[src/rtl/irq_agg_pkg.sv]
package irq_agg_pkg;

  typedef enum logic {
    CODEC_DIR_RX = 1'b0,
    CODEC_DIR_TX = 1'b1
  } codec_dir_e;

  function automatic int unsigned src_total(input int unsigned n_low,
                                            input int unsigned n_high,
                                            input int unsigned n_tmr);
    return n_low + n_high + 1 + n_tmr;
  endfunction

endpackage

[src/rtl/irq_rst_sync.sv]
module irq_rst_sync #(
  parameter int unsigned STAGES = 2
) (
  input  logic clk,
  input  logic arst_n,
  output logic rst_n_o
);

  logic [STAGES-1:0] pipe_q;

  always_ff @(posedge clk or negedge arst_n) begin
    if (!arst_n) begin
      pipe_q <= '0;
    end else begin
      pipe_q <= {pipe_q[STAGES-2:0], 1'b1};
    end
  end

  assign rst_n_o = pipe_q[STAGES-1];

endmodule

[src/rtl/irq_sync_bank.sv]
module irq_sync_bank #(
  parameter int unsigned WIDTH  = 2,
  parameter int unsigned STAGES = 2,
  parameter logic [WIDTH-1:0] RST_VAL = '0
) (
  input  logic             clk,
  input  logic             rst_n,
  input  logic [WIDTH-1:0] async_i,
  output logic [WIDTH-1:0] sync_o
);

  logic [WIDTH-1:0] stage_q [STAGES];

  always_ff @(posedge clk or negedge rst_n) begin
    if (!rst_n) begin
      for (int s = 0; s < STAGES; s++) begin
        stage_q[s] <= RST_VAL;
      end
    end else begin
      stage_q[0] <= async_i;
      for (int s = 1; s < STAGES; s++) begin
        stage_q[s] <= stage_q[s-1];
      end
    end
  end

  assign sync_o = stage_q[STAGES-1];

endmodule

[src/rtl/irq_codec_evt.sv]
module irq_codec_evt
  import irq_agg_pkg::*;
(
  input  logic clk,
  input  logic rst_n,
  input  logic dir_i,
  input  logic half_full_i,
  input  logic empty_i,
  output logic set_o
);

  codec_dir_e dir;
  logic       sel;
  logic       sel_prev_q;
  logic       sel_prev_d;

  assign dir = codec_dir_e'(dir_i);

  always_comb begin
    unique case (dir)
      CODEC_DIR_TX: sel = empty_i;
      default:      sel = half_full_i;
    endcase
    sel_prev_d = sel;
    set_o      = sel & ~sel_prev_q;
  end

  always_ff @(posedge clk or negedge rst_n) begin
    if (!rst_n) begin
      sel_prev_q <= 1'b0;
    end else begin
      sel_prev_q <= sel_prev_d;
    end
  end

endmodule

[src/rtl/irq_tmr_align.sv]
module irq_tmr_align #(
  parameter int unsigned NUM_TMR = 2
) (
  input  logic               clk,
  input  logic               rst_n,
  input  logic [NUM_TMR-1:0] tmr_clk_i,
  input  logic [NUM_TMR-1:0] zero_i,
  output logic [NUM_TMR-1:0] set_o
);

  logic [NUM_TMR-1:0] clk_prev_q;
  logic [NUM_TMR-1:0] arm_q;
  logic [NUM_TMR-1:0] arm_d;
  logic [NUM_TMR-1:0] fall;

  always_comb begin
    fall  = clk_prev_q & ~tmr_clk_i;
    set_o = fall & arm_q;
    arm_d = zero_i | (arm_q & ~fall);
  end

  always_ff @(posedge clk or negedge rst_n) begin
    if (!rst_n) begin
      clk_prev_q <= '0;
      arm_q      <= '0;
    end else begin
      clk_prev_q <= tmr_clk_i;
      arm_q      <= arm_d;
    end
  end

endmodule

[src/rtl/irq_sticky_flag.sv]
module irq_sticky_flag #(
  parameter int unsigned WIDTH = 3
) (
  input  logic             clk,
  input  logic             rst_n,
  input  logic [WIDTH-1:0] set_i,
  input  logic [WIDTH-1:0] clr_i,
  output logic [WIDTH-1:0] flag_o
);

  logic [WIDTH-1:0] flag_q;
  logic [WIDTH-1:0] flag_d;

  always_comb begin
    flag_d = set_i | (flag_q & ~clr_i);
  end

  always_ff @(posedge clk or negedge rst_n) begin
    if (!rst_n) begin
      flag_q <= '0;
    end else begin
      flag_q <= flag_d;
    end
  end

  assign flag_o = flag_q;

endmodule

[src/rtl/irq_status_agg.sv]
module irq_status_agg
  import irq_agg_pkg::*;
#(
  parameter int unsigned NUM_LOW     = 2,
  parameter int unsigned NUM_HIGH    = 1,
  parameter int unsigned NUM_TMR     = 2,
  parameter int unsigned SYNC_STAGES = 2,
  localparam int unsigned NUM_SRC    = src_total(NUM_LOW, NUM_HIGH, NUM_TMR)
) (
  input  logic               clk,
  input  logic               rst_n,
  input  logic [NUM_LOW-1:0] ext_low_n_i,
  input  logic [NUM_HIGH-1:0] ext_high_i,
  input  logic               codec_dir_i,
  input  logic               codec_half_full_i,
  input  logic               codec_empty_i,
  input  logic [NUM_TMR-1:0] tmr_clk_i,
  input  logic [NUM_TMR-1:0] tmr_zero_i,
  input  logic [NUM_SRC-1:0] clr_i,
  input  logic               mask_we_i,
  input  logic [NUM_SRC-1:0] mask_wdata_i,
  output logic [NUM_SRC-1:0] status_o,
  output logic               irq_o
);

  localparam int unsigned CODEC_BIT  = NUM_LOW + NUM_HIGH;
  localparam int unsigned NUM_STICKY = 1 + NUM_TMR;

  logic                  rst_sync_n;
  logic [NUM_LOW-1:0]    low_sync_n;
  logic [NUM_HIGH-1:0]   high_sync;
  logic                  codec_set;
  logic [NUM_TMR-1:0]    tmr_set;
  logic [NUM_STICKY-1:0] sticky_set;
  logic [NUM_STICKY-1:0] sticky_clr;
  logic [NUM_STICKY-1:0] sticky_flag;
  logic [NUM_SRC-1:0]    mask_q;
  logic [NUM_SRC-1:0]    mask_d;
  logic                  unused_lvl_clr;

  irq_rst_sync #(.STAGES(2)) u_rst_sync (
    .clk     (clk),
    .arst_n  (rst_n),
    .rst_n_o (rst_sync_n)
  );

  irq_sync_bank #(
    .WIDTH   (NUM_LOW),
    .STAGES  (SYNC_STAGES),
    .RST_VAL ({NUM_LOW{1'b1}})
  ) u_sync_low (
    .clk     (clk),
    .rst_n   (rst_sync_n),
    .async_i (ext_low_n_i),
    .sync_o  (low_sync_n)
  );

  irq_sync_bank #(
    .WIDTH   (NUM_HIGH),
    .STAGES  (SYNC_STAGES),
    .RST_VAL ({NUM_HIGH{1'b0}})
  ) u_sync_high (
    .clk     (clk),
    .rst_n   (rst_sync_n),
    .async_i (ext_high_i),
    .sync_o  (high_sync)
  );

  irq_codec_evt u_codec_evt (
    .clk         (clk),
    .rst_n       (rst_sync_n),
    .dir_i       (codec_dir_i),
    .half_full_i (codec_half_full_i),
    .empty_i     (codec_empty_i),
    .set_o       (codec_set)
  );

  irq_tmr_align #(.NUM_TMR(NUM_TMR)) u_tmr_align (
    .clk       (clk),
    .rst_n     (rst_sync_n),
    .tmr_clk_i (tmr_clk_i),
    .zero_i    (tmr_zero_i),
    .set_o     (tmr_set)
  );

  // Sticky group: codec at its LSB, timers above.
  assign sticky_set = {tmr_set, codec_set};
  assign sticky_clr = clr_i[NUM_SRC-1:CODEC_BIT];

  irq_sticky_flag #(.WIDTH(NUM_STICKY)) u_sticky (
    .clk    (clk),
    .rst_n  (rst_sync_n),
    .set_i  (sticky_set),
    .clr_i  (sticky_clr),
    .flag_o (sticky_flag)
  );

  // Level sources have no latch; their strobes go nowhere.
  assign unused_lvl_clr = ^clr_i[CODEC_BIT-1:0];

  always_comb begin
    mask_d = mask_q;
    if (mask_we_i) begin
      mask_d = mask_wdata_i;
    end
  end

  always_ff @(posedge clk or negedge rst_sync_n) begin
    if (!rst_sync_n) begin
      mask_q <= '0;
    end else begin
      mask_q <= mask_d;
    end
  end

  assign status_o = {sticky_flag, high_sync, ~low_sync_n};
  assign irq_o    = |(status_o & mask_q);

endmodule

[config.mk]
export PLATFORM = sky130hd
export DESIGN_NAME = irq_status_agg
export DESIGN_NICKNAME = d
export VERILOG_FILES = /design/src/rtl/irq_agg_pkg.sv /design/src/rtl/irq_rst_sync.sv /design/src/rtl/irq_sync_bank.sv /design/src/rtl/irq_codec_evt.sv /design/src/rtl/irq_tmr_align.sv /design/src/rtl/irq_sticky_flag.sv /design/src/rtl/irq_status_agg.sv
export SDC_FILE = /design/constraint.sdc
export NUM_CORES = 1
export LEC_CHECK = 0
export ABC_AREA = 1
export ABC_CLOCK_PERIOD_IN_PS = 800
export BUFFER_PORTS_ARGS = -buffer_cell sky130_fd_sc_hd__buf_2
export CORE_UTILIZATION = 44
export CTS_BUF_LIST = sky130_fd_sc_hd__clkbuf_8
export DETAILED_ROUTE_END_ITERATION = 16
export GPL_TIMING_DRIVEN = 0
export PLACE_DENSITY_LB_ADDON = 0.1
export REMOVE_ABC_BUFFERS = 1
export SLEW_MARGIN = 40
export SYNTH_ARGS = -nofsm -noshare
export SYNTH_HDL_FRONTEND = slang
export SYNTH_SLANG_ARGS = --single-unit
[constraint.sdc]
create_clock -name clk -period 0.8 [get_ports clk]
set_input_delay 0.08 -clock clk [delete_from_list [all_inputs] [get_ports clk]]
set_output_delay 0.08 -clock clk [all_outputs]
set_load 0.03 [all_outputs]
==> results.tsv, run 1 <==
stage	metric	value	unit
pwr	ir_drop	0.00129	V
sta	fin_crit	1.27	ns
global_route	grt_usage	16.0	%
sta	timing.final.max_slew_violations	0	
run	cap_violations	0	
cells_and_area	diodes	0	
placed_design	dpl_cell_area	960	um2
sta	hold_viol	1	
placed_design	port_buffers	28	
clocking	clk_pin_slew	0.07	ns
placed_design	hpwlAfterDp	892	um
route	drt_wl_total	1370	um
logic_synthesis	avgSynthCellArea	10.2	um2
placed_design	placedCellCount	130	
logic_synthesis	synth_area	803	um2
clocking	cts.htree.levels	1	
cells_and_area	area_growth_syn_to_layout	44.4	%
pwr	leakagePower	0.619	nW
sta	clock.fmax	786	MHz
cells_and_area	fin_cells	144	
sta	fin_hold_ws	-0.00253	ns
run_status	violations	hold timing, setup timing	
cells_and_area	fin_area	1160	um2
floorplanning	fp.dieW	44.7	um
setup_path	cp-end-kind	output pin	
floorplanning	die_area	2000	um2
clocking	tritoncts	done	
clocking	clkSinkCount	22	
logic_synthesis	yosys.area_share.simple	12.8	%
min_path	worst_hold_path_type	input pin to flip-flop	
setup_path	cpPeakStageDelay	0.53	ns
logic_synthesis	ys_seq_elements	22	
logic_synthesis	synth.distinct_cells	14	
cells_and_area	nFillCells	146	
logic_synthesis	synth_cells	79	
logic_synthesis	synthXorXnorAreaFrac	0	%
setup_path	crit_path_cell_trace	inv_2 > nand2_2 > nand2_2 > nor2_2 > nand2_1 > buf_6	
global_route	antenna_found_initial	0	
cells_and_area	drive_gt1_share	40.3	%
setup_path	crit_type	flip-flop to output pin	
logic_synthesis	synth-adder-area-share	0	%
logic_synthesis	synth_top_family_by_area	simple AND/OR/NAND/NOR gates	
run_status	run_status	finished with violations	
sta	finalSetupViolations	7	
setup_path	worstPathRequired	0.72	ns
clocking	cts_buffers	3	
route	wl_per_cell	9.51	um
global_route	grt_pass1_wl	2210	um
setup_path	cp.arrival	1.19	ns
sta	period_share	159	%
logic_synthesis	synth_compound_area_share	7.79	%
floorplanning	io_pins	32	
global_route	overflow	0	
route	drc	0	
cells_and_area	final_nets	146	
placed_design	gp_congestion	0.623	
logic_synthesis	synthMuxAreaShare	0	%
route	via_per_inst	4.34	
floorplanning	die_h	44.7	um
clocking	clock_path_buffers	2	
route	drt-initial-drc-count	8	
cells_and_area	fin_util	67.2	%
route	route.vias.total	625	
setup_path	crit_fanout	2	
route	firstDrtPassIters	4	
pwr	finalPower	2.27	mW
sta	finClkSkew	0.00240	ns
setup_path	crit_path_start_kind	flip-flop	
route	ant_nets	0	
floorplanning	initial_core_util	46.5	%
global_route	grt_pass1_vias	575	
floorplanning	row_count	15	
clocking	clk_latency	0.25	ns
logic_synthesis	synth_warnings	0	
logic_synthesis	synth_seq_area_share	69.2	%
setup_path	crit_path_top_delay_cell	dfstp_2	
sta	rsz0062_at_grt	yes	
floorplanning	coreArea	1730	um2
setup_path	cp_common_cell	nand2_2	
global_route	grt_max_degree	21	
clocking	cts_root_buf	clkbuf_8	
pwr	power_density	1960	nW/um2
sta	final.setup.worst_slack	-0.473	ns
[power breakdown]
group	switching [mW]	total (mW)	internal, mW
registers	0.0605	1.26	1.20
clock network	0.314	0.649	0.335
logic	0.178	0.366	0.188
[per-layer routing]
| metal | part of all wire [%] | wire length [um] | global-route usage [%] |
|---|---|---|---|
| met4 | 0.73 | 10 | 10.9 |
| met2 | 53 | 730 | 27.1 |
| met5 | 0 | 0 | 0 |
| met3 | 3.5 | 48 | 3.60 |
| met1 | 42 | 580 | 18.1 |
[final cells by class]
cell class | instances | area [um2] | share of cell area (%)
flip-flops and latches | 22 | 557 | 48.0
repair buffers | 39 | 284 | 24.5
multi-input cells | 38 | 183 | 15.7
inverters | 17 | 63.8 | 5.50
clock buffers | 3 | 41.3 | 3.56
well taps | 25 | 31.3 | 2.70
[cells in the mapped netlist]
| master | instances | area [um2] |
|---|---|---|
| inv_1 | 17 | 63.8 |
| o21bai_1 | 1 | 7.51 |
| nand3_1 | 2 | 10.0 |
| conb_1 | 1 | 3.75 |
| a21o_1 | 1 | 7.51 |
| or2_1 | 1 | 6.26 |
| o21ai_1 | 4 | 20.0 |
| dfrtp_1 | 18 | 450 |
| nor2_1 | 2 | 7.51 |
| dfstp_2 | 4 | 105 |
| buf_4 | 2 | 15.0 |
| o21a_1 | 1 | 7.51 |
| o21ai_0 | 4 | 20.0 |
| nand2_1 | 21 | 78.8 |
[sequential cells by signal, indices dropped and copies added, names as in the netlist]
signal,count
mask_q,6
u_sticky.flag_o,3
u_rst_sync.pipe_q,2
u_sync_low.stage_q,2
u_sync_low.sync_o,2
u_tmr_align.arm_q,2
u_tmr_align.clk_prev_q,2
u_codec_evt.sel_prev_q,1
u_sync_high.stage_q,1
u_sync_high.sync_o,1
[final timing paths]
path | from | end | slack (ns) | cells past startpoint
max in group asynchronous | u_rst_sync.pipe_q[1] | u_sync_low.sync_o[1] | 0.28 | 0
setup reg to reg | u_sticky.flag_o[0] | u_sticky.flag_o[0] | 0.04 | 3
setup / recovery | u_sync_low.sync_o[1] | irq_o | -0.47 | 6
hold reg to reg | u_rst_sync.pipe_q[1] | mask_q[3] | 0.20 | 0
hold / removal | clr_i[5] | u_sticky.flag_o[2] | -0.003 | 2
min in group asynchronous | rst_n | u_rst_sync.pipe_q[0] | 0.13 | 2
[critical path, delay by kind of cell (launching register included)]
family                 cells  cell delay, ns
buffers and inverters      2            0.18
flip-flops                 1            0.53
AND/OR/NAND/NOR            4            0.23
[placed cells by master (no fill, tap or decap), drive strengths merged, types with 2 or more instances in the layout]
master,synthesis,layout
clkbuf,0,3
dfstp,4,4
inv,17,17
buf,2,32
nand3,2,2
nand2,21,21
dfrtp,18,18
o21ai,8,8
dlygate4sd3,0,7
nor2,2,2
[repair_timing]
action,CTS,global route
hold buffers,7,0
hold endpoints to repair,8,0
gates resized for setup,15,10
pin swaps,3,3
setup endpoints to repair,23,8
setup buffers,1,3
cloned,0,0
[cell families after synthesis]
family	count (synthesis)
buffers and inverters	19
and+or+nand+nor	26
AOI/OAI and AO/OA	11
DFF	22
other	1
[stage by stage]
| step | setup TNS (ns) | worst slack (ns) |
|---|---|---|
| floorplan | -0.298 | -0.298 |
| global placement | -1.43 | -0.230 |
| detailed placement | -1.50 | -0.240 |
| CTS | -1.50 | -0.535 |
| global route | -1.74 | -0.548 |
| finish | -1.48 | -0.473 |
No activity file was read; power rests on OpenSTA's default activity.
==> run 2, diff against run 1 <==
--- a/config.mk
+++ b/config.mk
@@ -8,7 +8,9 @@
 export ABC_AREA = 1
 export ABC_CLOCK_PERIOD_IN_PS = 800
 export BUFFER_PORTS_ARGS = -buffer_cell sky130_fd_sc_hd__buf_2
-export CORE_UTILIZATION = 44
+export CELL_PAD_IN_SITES_DETAIL_PLACEMENT = 2
+export CELL_PAD_IN_SITES_GLOBAL_PLACEMENT = 2
+export CORE_UTILIZATION = 26
 export CTS_BUF_LIST = sky130_fd_sc_hd__clkbuf_8
 export DETAILED_ROUTE_END_ITERATION = 16
 export GPL_TIMING_DRIVEN = 0
==> results.tsv, run 2 (synthesis gave the netlist of run 1 again) <==
stage	metric	value	unit	change
min_path	worst_hold_path_type	input pin to flip-flop		
global_route	antenna_found_initial	0		unchanged
run_status	run_status	finished with violations		
route	drc	2		+2
setup_path	worstPathRequired	0.72	ns	about the same
sta	clock.fmax	758	MHz	-3.5%
pwr	leakagePower	0.623	nW	+0.76%
setup_path	reg2reg_depth	3		unchanged
route	route.vias.total	661		+5.8%
floorplanning	row_count	19		+4
placed_design	gp_congestion	0.660		+5.9%
route	via_per_inst	4.38		+0.86%
sta	hold_viol	0		-1
clocking	cts_root_buf	clkbuf_8		
global_route	grt_pass1_vias	699		+22%
run	cap_violations	0		unchanged
min_path	worstHoldPathCells	2		unchanged
sta	timing.final.max_slew_violations	0		unchanged
clocking	cts.htree.levels	1		unchanged
cells_and_area	fin_area	1180	um2	+1.9%
cells_and_area	fin_cells	151		+4.9%
cells_and_area	final_nets	146		unchanged
clocking	clk_pin_slew	0.08	ns	about the same
sta	finalSetupViolations	7		unchanged
placed_design	port_buffers	28		unchanged
route	drt_wl_total	1810	um	+32%
setup_path	crit_type	flip-flop to output pin		
global_route	grt_pass1_wl	3050	um	+38%
sta	rsz0062_at_grt	yes		
clocking	clkSinkCount	22		unchanged
floorplanning	initial_core_util	28.2	%	-18 points
placed_design	hpwlAfterDp	1240	um	+39%
setup_path	rr_endpoint	u_sticky.flag_o[2]		
pwr	power_density	2050	nW/um2	+4.5%
sta	period_share	165	%	+5.9 points
setup_path	cp-end-kind	output pin		
placed_design	dpl_cell_area	967	um2	+0.78%
cells_and_area	largest-register	mask_q		
setup_path	regToRegSetupSlack	0.07	ns	+0.03 ns
clocking	clk_latency	0.26	ns	about the same
sta	final.setup.worst_slack	-0.519	ns	-0.0468 ns
sta	finClkSkew	0.00372	ns	+0.00132 ns
cells_and_area	final_common_cell	buf_2		
global_route	grt_usage	13.0	%	-3.1 points
cells_and_area	most-common-layout-cells	buf_2, nand2_1, dfrtp_1		
cells_and_area	largest_reg_flops	6		unchanged
global_route	grt_max_degree	21		unchanged
route	ant_nets	0		unchanged
clocking	cts_buffers	3		unchanged
cells_and_area	area_growth_syn_to_layout	47.2	%	
cells_and_area	diodes	0		unchanged
placed_design	dpl_worst_slack	-0.251	ns	-0.0114 ns
floorplanning	coreArea	2850	um2	+65%
setup_path	cp.arrival	1.24	ns	+0.05 ns
min_path	hold_start	tmr_zero_i[1]		
global_route	overflow	0		unchanged
setup_path	timing.rr.start	u_sticky.flag_o[2]		
sta	fin_hold_ws	0.00876	ns	+0.0113 ns
floorplanning	io_pins	32		unchanged
route	wl_per_cell	12.0	um	+26%
floorplanning	die_area	3320	um2	+66%
clocking	clock_path_buffers	2		unchanged
floorplanning	die_h	57.6	um	+29%
sta	fin_crit	1.32	ns	+0.0468 ns
placed_design	placedCellCount	136		+4.6%
setup_path	crit_fanout	2		unchanged
cells_and_area	drive_gt1_share	37.5	%	-2.8 points
setup_path	crit_path_start_kind	flip-flop		
floorplanning	fp.dieW	57.6	um	+29%
cells_and_area	fin_util	41.4	%	-26 points
min_path	hold_path_end	u_tmr_align.arm_q[1]		
clocking	tritoncts	done		
route	firstDrtPassIters	9		+5
route	drt-initial-drc-count	6		-2
pwr	ir_drop	0.000932	V	-28%
run_status	violations	DRC, setup timing		
[run 2: cell type report]
| type | count | area [um2] |
|---|---|---|
| Tap cell | 31 | 38.8 |
| Clock buffer | 4 | 55.1 |
| Multi-Input combinational cell | 38 | 179 |
| Fill cell | 315 | 1670 |
| Sequential cell | 22 | 557 |
| Timing Repair Buffer | 39 | 289 |
| Inverter | 17 | 63.8 |
[run 2: routing by layer]
metal	routed length (um)	GRT usage, %
met5	0	0
met1	689	12.8
met2	999	24.3
met4	40	6.27
met3	79	4.08
[run 2: worst max path at each step]
stage,startpoint,endpoint,slack [ns]
2_1_floorplan,u_sync_low.sync_o[1],irq_o,-0.30
3_3_place_gp,u_sync_low.sync_o[1],irq_o,-0.25
6_report,u_sync_low.sync_o[0],irq_o,-0.52
3_5_place_dp,u_sync_low.sync_o[1],irq_o,-0.25
5_1_grt,u_sync_low.sync_o[1],irq_o,-0.58
4_1_cts,u_sync_low.sync_o[1],irq_o,-0.57
[run 2: where the power goes]
part	total, mW	internal, mW	switching (mW)
clock network	0.795	0.439	0.356
registers	1.26	1.20	0.0634
logic	0.367	0.185	0.182
total	2.42	1.82	0.601
[run 2: repair_timing]
| action | in CTS | in global routing |
|---|---|---|
| hold buffers | 9 | 0 |
| endpoints found under the setup margin | 27 | 8 |
| resized for setup | 18 | 5 |
| endpoints found under the hold margin | 10 | 0 |
| buffers inserted | 1 | 2 |
| pin swaps | 3 | 1 |
[run 2: stage by stage]
| step | TNS, ns | power [mW] |
|---|---|---|
| after floorplan | -0.298 | 1.42 |
| after global placement | -2.34 | 1.54 |
| after detailed placement | -2.42 | 1.55 |
| after CTS | -1.63 | 2.45 |
| after global routing | -1.83 | 2.54 |
| final | -1.60 | 2.42 |
[run 2: critical path: stages, from the launching register on]
cell and delay [ns]:
dfstp_2 0.53, inv_2 0.04, nand2_2 0.06, nand2_2 0.07, nor2_2 0.08, nand2_1 0.07, buf_6 0.13
==> run 3, diff against run 2 <==
--- a/config.mk
+++ b/config.mk
@@ -6,15 +6,16 @@
 export NUM_CORES = 1
 export LEC_CHECK = 0
 export ABC_AREA = 1
-export ABC_CLOCK_PERIOD_IN_PS = 800
+export ABC_CLOCK_PERIOD_IN_PS = 1300
 export BUFFER_PORTS_ARGS = -buffer_cell sky130_fd_sc_hd__buf_2
 export CELL_PAD_IN_SITES_DETAIL_PLACEMENT = 2
 export CELL_PAD_IN_SITES_GLOBAL_PLACEMENT = 2
-export CORE_UTILIZATION = 26
+export CORE_UTILIZATION = 28
 export CTS_BUF_LIST = sky130_fd_sc_hd__clkbuf_8
 export DETAILED_ROUTE_END_ITERATION = 16
 export GPL_TIMING_DRIVEN = 0
 export PLACE_DENSITY_LB_ADDON = 0.1
+export RECOVER_POWER = 100
 export REMOVE_ABC_BUFFERS = 1
 export SLEW_MARGIN = 40
 export SYNTH_ARGS = -nofsm -noshare
==> constraint.sdc (replaced) <==
create_clock -name clk -period 1.3 [get_ports clk]
set_input_delay 0.13 -clock clk [delete_from_list [all_inputs] [get_ports clk]]
set_output_delay 0.13 -clock clk [all_outputs]
set_load 0.03 [all_outputs]
==> results.tsv, run 3 (synthesis gave the netlist of run 1 again) <==
stage	metric	value	unit	change
cells_and_area	most-common-layout-cells	buf_2, nand2_1, dfrtp_1		
sta	fin_crit	1.35	ns	
clocking	cts_root_buf	clkbuf_8		
placed_design	hpwlAfterDp	1240	um	-0.46%
sta	finalSetupViolations	1		-6
route	drt_wl_total	1630	um	-9.8%
run_status	run_status	finished with violations		
route	route.vias.total	614		-7.1%
global_route	grt_max_degree	21		unchanged
sta	clock.fmax	741	MHz	
global_route	overflow	0		unchanged
placed_design	gp_congestion	0.674		+2.2%
clocking	tritoncts	done		
cells_and_area	fin_util	40.4	%	-1.0 points
setup_path	crit_type	flip-flop to output pin		
sta	final.setup.worst_slack	-0.0497	ns	+0.470 ns
global_route	antenna_found_initial	0		unchanged
clocking	clk_pin_slew	0.08	ns	about the same
cells_and_area	largest-register	mask_q		
sta	timing.final.max_slew_violations	0		unchanged
sta	fin_hold_ws	0.0469	ns	+0.0382 ns
route	drt-initial-drc-count	9		+3
setup_path	worstPathRequired	1.17	ns	+0.45 ns
sta	rsz0062_at_grt	yes		
clocking	clock_path_buffers	2		unchanged
floorplanning	die_h	55.6	um	-3.5%
route	via_per_inst	4.21		-3.9%
pwr	ir_drop	0.000718	V	-23%
clocking	clkSinkCount	22		unchanged
placed_design	port_buffers	28		unchanged
run_status	violations	setup timing		
cells_and_area	diodes	0		unchanged
setup_path	crit_fanout	2		unchanged
global_route	grt_use_met1	16.2	%	+3.3 points
route	firstDrtPassIters	3		-6
sta	finClkSkew	0.00394	ns	+0.000218 ns
min_path	worst_hold_path_type	input pin to flip-flop		
route	wl_per_cell	11.2	um	-6.7%
floorplanning	row_count	19		unchanged
clocking	clk_latency	0.26	ns	about the same
floorplanning	fp.dieW	55.6	um	-3.5%
cells_and_area	final_common_cell	buf_2		
floorplanning	io_pins	32		unchanged
cells_and_area	final_nets	141		-3.4%
global_route	grt_pass1_wl	3020	um	-0.89%
sta	period_share	104	%	
clocking	cts_buffers	3		unchanged
floorplanning	die_area	3090	um2	-6.9%
global_route	grt_pass1_vias	673		-3.7%
clocking	post-cts-setup-buffers	0		-1
pwr	power_density	1430	nW/um2	-30%
cells_and_area	drive_gt1_share	29.6	%	-7.9 points
clocking	cts.htree.levels	1		unchanged
run	cap_violations	0		unchanged
setup_path	cp-end-kind	output pin		
sta	hold_viol	0		unchanged
route	drc	0		-2
floorplanning	initial_core_util	29.4	%	+1.2 points
floorplanning	coreArea	2730	um2	-4.2%
cells_and_area	area_growth_syn_to_layout	37.5	%	
global_route	top_usage_layer	met2		
cells_and_area	largest_reg_flops	6		unchanged
pwr	leakagePower	0.577	nW	-7.5%
setup_path	cp.arrival	1.22	ns	-0.02 ns
global_route	globalRouteMet2Util	21.5	%	-2.7 points
pwr	finalPower	1.58	mW	-35%
route	ant_nets	0		unchanged
global_route	grt.met3_usage	2.11	%	-2.0 points
global_route	grt_usage	13.1	%	+0.065 points
setup_path	crit_path_start_kind	flip-flop		
-- run 3: final cells by class --
class	instances	area [um2]
inverters	17	63.8
clock buffers	3	41.3
well taps	31	38.8
clock inverters	1	30.0
multi-input cells	38	176
repair buffers	34	198
flip-flops and latches	22	557
fillers	310	1630
-- run 3: timing repair --
item                                    in CTS  in global routing
endpoints found under the setup margin       1                  1
hold buffers                                 6                  0
resized for setup                            4                  2
pin swaps                                    3                  3
hold endpoints to repair                     7                  0
-- run 3: power breakdown --
part	switching, mW	internal [mW]	total, mW
registers	0.0376	0.738	0.776
clock network	0.210	0.411	0.621
logic	0.102	0.0775	0.180
total	0.350	1.23	1.58
-- run 3: worst paths after layout --
kind                                                start                     end  slack, ns  cells after the start
worst max-delay path                 u_sync_low.sync_o[1]                   irq_o      -0.05                      6
worst min-delay path                        tmr_zero_i[0]    u_tmr_align.arm_q[0]       0.05                      2
worst max register to register  u_tmr_align.clk_prev_q[1]      u_sticky.flag_o[2]       0.60                      4
worst min register to register       u_rst_sync.pipe_q[1]  u_codec_evt.sel_prev_q       0.21                      0
max in group asynchronous            u_rst_sync.pipe_q[1]   u_sync_low.stage_q[3]       0.75                      0
min in group asynchronous                           rst_n    u_rst_sync.pipe_q[0]       0.18                      2
-- run 3: critical path, cell delays in order (launching register included) --
cell	delay, ns
dfstp_2	0.53
inv_1	0.04
nand2_1	0.06
nand2_2	0.05
nor2_2	0.08
nand2_1	0.07
buf_6	0.14
-- run 3: layer usage --
| layer | part of all wire, % | vias up |
|---|---|---|
| li1 | - | 301 |
| met1 | 45 | 296 |
| met2 | 49 | 15 |
| met3 | 4.0 | 2 |
| met4 | 1.0 | 0 |
| met5 | 0 | - |
-- run 3: metrics by stage --
step	cells	setup slack, ns	setup TNS (ns)	cell area (um2)
finish	146	-0.0497	-0.0497	1100
global route	146	-0.141	-0.141	1100
CTS	146	-0.127	-0.127	1110
detailed placement	136	0.158	0	967
global placement	136	0.220	0	967
floorplan	77	0.152	0	788
